$ cat src/rtl/rm_xlate.sv
module rm_xlate #(
  parameter int AW = 64,
  parameter int SW = 32,
  parameter int SELW = 5,
  parameter int CODEW = 4,
  parameter logic [AW-1:0] VRM_VSID = 64'h0001_FFFF_FF00_0000
) (
  input  logic            clk,
  input  logic            rst_n,
  input  logic            req_valid,
  output logic            req_ready,
  input  logic [1:0]      req_acc,
  input  logic [AW-1:0]   req_ea,
  input  logic            req_ir,
  input  logic            req_dr,
  input  logic            req_hv,
  input  logic            pc_vrm,
  input  logic [SELW-1:0] pc_pgsel,
  input  logic [CODEW-1:0] pc_limcode,
  input  logic [AW-1:0]   hyp_off,
  input  logic [AW-1:0]   gst_off,
  output logic            rsp_valid,
  output logic [1:0]      rsp_kind,
  output logic            rsp_err,
  output logic [AW-1:0]   rsp_addr,
  output logic [AW-1:0]   rsp_desc,
  output logic            rsp_desc_v,
  output logic            rsp_isi,
  output logic            rsp_dsi,
  output logic [SW-1:0]   rsp_status,
  output logic [AW-1:0]   rsp_far
);
  localparam logic [1:0] K_REAL = 2'd0, K_FAULT = 2'd1, K_WALK = 2'd2, K_XON = 2'd3;
  localparam logic [AW-1:0] SEG_1T = AW'(1) << (AW-2);
  localparam logic [AW-1:0] LP_MASK = AW'(12'h130);
  localparam logic [SW-1:0] ST_BOUND = SW'(32'h0800_0000);
  localparam logic [SW-1:0] ST_STORE = SW'(32'h0200_0000);

  wire accept   = req_valid && req_ready;
  wire is_fetch = req_acc == 2'd2;
  wire illegal  = req_acc == 2'd3;
  wire realm    = is_fetch ? !req_ir : !req_dr;
  wire [AW-1:0] ea_m = {4'b0000, req_ea[AW-5:0]};

  logic [AW-1:0] limit;
  always_comb begin
    case (pc_limcode)
      4'h8:    limit = AW'(1) << 25;
      4'h3:    limit = AW'(1) << 26;
      4'h7:    limit = AW'(1) << 27;
      4'h4:    limit = AW'(1) << 28;
      4'h2:    limit = AW'(1) << 30;
      4'h1:    limit = AW'(1) << 34;
      default: limit = '0;
    endcase
  end

  logic [1:0] n_kind;
  logic n_err, n_dv, n_isi, n_dsi;
  logic [AW-1:0] n_addr, n_desc, n_far;
  logic [SW-1:0] n_st;

  always_comb begin
    n_kind = K_REAL; n_err = 1'b0; n_dv = 1'b0; n_isi = 1'b0; n_dsi = 1'b0;
    n_addr = '0; n_desc = '0; n_far = '0; n_st = '0;
    if (illegal) begin
      n_kind = K_FAULT;
      n_err  = 1'b1;
    end else if (!realm) begin
      n_kind = K_XON;
      n_addr = req_ea;
    end else if (req_hv) begin
      n_addr = req_ea[AW-1] ? ea_m : (ea_m | hyp_off);
    end else if (pc_vrm) begin
      n_kind = K_WALK;
      n_addr = ea_m;
      n_desc = VRM_VSID | SEG_1T | ((AW'(pc_pgsel) << 4) & LP_MASK);
      n_dv   = 1'b1;
    end else if (ea_m < limit) begin
      n_addr = ea_m | gst_off;
    end else begin
      n_kind = K_FAULT;
      n_st   = ST_BOUND;
      if (is_fetch) n_isi = 1'b1;
      else begin
        n_dsi = 1'b1;
        n_far = req_ea;
        if (req_acc == 2'd1) n_st = ST_BOUND | ST_STORE;
      end
    end
  end

  always_ff @(posedge clk or negedge rst_n) begin
    if (!rst_n) begin
      req_ready  <= 1'b0;
      rsp_valid  <= 1'b0;
      rsp_kind   <= '0;
      rsp_err    <= 1'b0;
      rsp_addr   <= '0;
      rsp_desc   <= '0;
      rsp_desc_v <= 1'b0;
      rsp_isi    <= 1'b0;
      rsp_dsi    <= 1'b0;
      rsp_status <= '0;
      rsp_far    <= '0;
    end else begin
      req_ready <= 1'b1;
      rsp_valid <= accept;
      if (accept) begin
        rsp_kind   <= n_kind;
        rsp_err    <= n_err;
        rsp_addr   <= n_addr;
        rsp_desc   <= n_desc;
        rsp_desc_v <= n_dv;
        rsp_isi    <= n_isi;
        rsp_dsi    <= n_dsi;
        rsp_status <= n_st;
        rsp_far    <= n_far;
      end
    end
  end
endmodule

$ cat config.mk
export PLATFORM = sky130hd
export DESIGN_NAME = rm_xlate
export DESIGN_NICKNAME = d
export VERILOG_FILES = /design/src/rtl/rm_xlate.sv
export SDC_FILE = /design/constraint.sdc
export NUM_CORES = 1
export LEC_CHECK = 0
export BUFFER_PORTS_ARGS = -buffer_cell sky130_fd_sc_hd__buf_2
export CAP_MARGIN = 20
export CORE_AREA = 3 3 171 173
export CTS_CLUSTER_DIAMETER = 60
export DETAILED_ROUTE_END_ITERATION = 12
export DIE_AREA = 0 0 174 176
export GPL_TIMING_DRIVEN = 0
export PLACE_DENSITY = 0.6
export SETUP_SLACK_MARGIN = 0.5
export SLEW_MARGIN = 20
export SYNTH_ARGS = -nofsm -noshare
export SYNTH_HDL_FRONTEND = slang
export SYNTH_SLANG_ARGS = --single-unit
$ cat constraint.sdc
create_clock -name clk -period 1.5 [get_ports clk]
set_input_delay 0.3 -clock clk [delete_from_list [all_inputs] [get_ports clk]]
set_output_delay 0.3 -clock clk [all_outputs]
set_load 0.005 [all_outputs]
==> out/metrics.csv <==
stage,metric,value,unit
clock_tree,H-tree depth,4,
floorplan,initial cell density of the core,25.68,%
logic_synthesis,register area share after synthesis,49.45,%
finish,# diodes,0,
global_route,GR peak layer,met2,
routing,vias per inst,4.619,
logic_synthesis,Synth area leader,dfrtp_1,
pwr,PD cells,878.8,nW/um^2
setup_path,"Arr. time, crit path",2.67,ns
pwr,switch share,28.93,%
timing,RSZ-0062 raised after global routing,true,
routing,Routed WL,32.76,mm
finish,final net count,1502,
global_route,total gr overflow,0,
floorplan,chip height,176,microns
floorplan,die footprint,30620,sq um
timing,final hold violations,58,
pwr,P_sw,3.364,mW
clock_tree,CTS sink cnt,141,
pwr,VDD IR max,572.5,uV
global_route,first-pass GRT wire length,46.15,mm
timing,max frequency,414.9,MHz
worst_hold_path,Worst Hold Class,in -> async,
logic_synthesis,syn avg cell area,10.46,sq um
global_route,initial antenna violation count,0,
timing,Worst Skew,0.01251,ns
finish,Post-Route Utilization,47.62,%
timing,TNS Setup,-118.53,ns
finish,area delta synth->final,85.39,%
logic_synthesis,synth top area cells,"dfrtp_1 49%, a22o_1 16%, buf_4 9.7%",
status,outcome,"finished, violations left",
global_route,vias in the first global route,7566,
routing,iteration count of the initial detailed-routing pass,5,
finish,cell area after layout,13230,sq um
setup_path,crit end category,flip-flop,
placed_design,number of port buffers,374,
global_route,met1 GRT Util,24.84,%
routing,number of DRC markers in iteration 0,402,
logic_synthesis,cells after synthesis,682,
timing,Setup Viol. Count Final,160,
routing,ANT nets after route,0,
pwr,Power Internal,8.262,mW
pwr,clock network power share,36.5,%
timing,Tmin final,2.410,ns
clock_tree,TritonCTS Buffers,17,
logic_synthesis,#FFs+latches synth,141,
finish,Non-Filler Instances,1677,
logic_synthesis,cell area after synthesis,7136,sq um
setup_path,kind of critical path,in -> reg,
logic_synthesis,dominant synthesized flop cell,dfrtp_1,
setup_path,startpoint types,input pin,
timing,Min Hold Slack,-0.1979,ns
setup_path,critical path peak fanout,5,
placed_design,Placed Area,9930,sq um
global_route,met3 usage,3.591,%
placed_design,Final HPWL DP,22.65,mm
clock_tree,Max Root-Sink Buffers,2,
pwr,Comb pwr share,26.7,%
placed_design,RePlAce Congestion,0.8208,
logic_synthesis,number of synthesis warnings,0,
routing,Residual DRC,0,
pwr,Pleak,6.885,nW
logic_synthesis,area share of the largest cell type after synthesis,49.45,%
routing,vias,7746,
routing,wire per inst,19.53,microns
logic_synthesis,number of flops mapped to enable cells by yosys,0,
flow_run,Max-Cap Viols,0,
timing,Worst Max-Slew Pin Slew,1.158,ns
clock_tree,CTS tree,done,
timing,Final Cycle Share,160.7,%
floorplan,core area,27780,sq um
logic_synthesis,cell with the most instances after synthesis,dfrtp_1,
timing,slew margin rel.,22.83,%
clock_tree,Skew-Pair Late Insertion Delay,0.41,ns
logic_synthesis,Post-synth ARST share,100.0,%
clock_tree,"CTS clk-pin slew, worst paths",0.07,ns
logic_synthesis,commonest cells in the netlist,"141 x dfrtp_1, 131 x a22o_1, 92 x buf_4, 70 x nand2_1, 64 x o31ai_1",
timing,"Slew Viols, Final",0,
floorplan,# IOs,442,
global_route,largest net degree at the start of global routing,84,
timing,setup ws final,-0.9101,ns
floorplan,Die X,174,microns
setup_path,required time worst endpoint,1.76,ns
finish,layout cell share with drive strength beyond 1,56.74,%
status,violated checks,"negative hold slack, negative setup slack",
global_route,GR Util met2,34.63,%
global_route,Tot GR Track Use,19.46,%
logic_synthesis,Yosys cell types,34,
pwr,Flop pwr share,36.8,%
clock_tree,Root Driver,clkbuf_16,
placed_design,Inst Count DP,1499,
floorplan,FP Rows,61,
## kinds of logic (layout without fill, tap and decap cells)
family          after synthesis  count (layout)  share of synthesized area, %
other cells                   2              66                        0.1052
mux                           5               5                        0.7014
simple gates                100             100                         6.207
compound gates              278             278                         29.32
flops                       141             141                         49.45
buf+inv                     151             704                         13.34
fa+ha+maj                     5               5                        0.8767
## power by group through the flow
stage                     Combinational, mW  Sequential [mW]  Clock (mW)
after global routing                   3.33             4.31        4.48
after global placement                 2.05             4.35           0
final                                  3.10             4.28        4.24
after floorplan                       0.931             4.39           0
after CTS                              2.72             4.27        4.32
after detailed placement               2.08             4.36           0
## worst max-delay path, stage by stage
cell	delay, ns
buf_8	0.09
or4b_4	0.54
ha_4	0.27
nand3b_1	0.13
o211ai_1	0.21
buf_4	0.20
o21ai_4	0.08
buf_6	0.13
a21boi_4	0.21
buf_6	0.15
buf_16	0.13
buf_8	0.13
o31ai_1	0.08
## final timing paths
check                           slack, ns            to  depth (start not counted)          start
worst max-delay path                -0.91   rsp_addr[6]                         13  pc_limcode[0]
worst min-delay path                -0.20   rsp_far[56]                          1          rst_n
worst max register to register      -0.83  rsp_addr[50]                          5      req_ready
worst min register to register       0.48  rsp_addr[16]                          2   rsp_addr[16]
max in group asynchronous            0.88   rsp_far[26]                          2          rst_n
min in group clk                     0.10   rsp_desc[5]                          2    pc_pgsel[1]
## per-layer routing
metal,part of all wire (%),vias up
met5,0,-
met4,1.0,0
met3,5.2,19
met2,52,284
met1,42,3828
li1,-,3615
## layout make-up
class	count	area [sq um]
Sequential cell	141	3532
Multi-Input combinational cell	454	3623
Fill cell	2638	14550
Timing Repair Buffer	522	3757
Tap cell	378	473.0
Clock inverter	13	138.9
Inverter	6	22.52
Buffer	145	1242
Clock buffer	18	439.2
## state kept, by name (all words and copies together), names as in the netlist, 2 cells and up
name,cells
rsp_addr,64
rsp_kind,2
rsp_desc,4
rsp_status,2
rsp_far,64
## placed cells by master (no fill, tap or decap), types with 25 or more instances in the layout
cell         n
a21oi_1     61
a22o_1     131
buf_2      338
buf_4      168
buf_6       73
clkbuf_1    34
clkbuf_16   25
conb_1      66
dfrtp_1    140
nand2_1     68
o31ai_4     37
## per-stage QoR
step | hold slack (ns) | power (mW) | worst slack, ns
finish | -0.1979 | 11.63 | -0.9101
global route | -0.1827 | 12.11 | -0.9540
CTS | -0.1866 | 11.31 | -0.9658
detailed placement | 0.2658 | 6.439 | -2.226
global placement | 0.4566 | 6.398 | -2.497
floorplan | 0.004409 | 5.317 | -0.8470
## repair_timing
item                                    4_1_cts  5_1_grt
cloned                                       10        7
pin swaps                                    49       26
endpoints found under the hold margin        58       58
setup buffers                                69       61
resized for setup                           171       66
endpoints found under the setup margin      306      306
(Power assumes the default switching activity.)
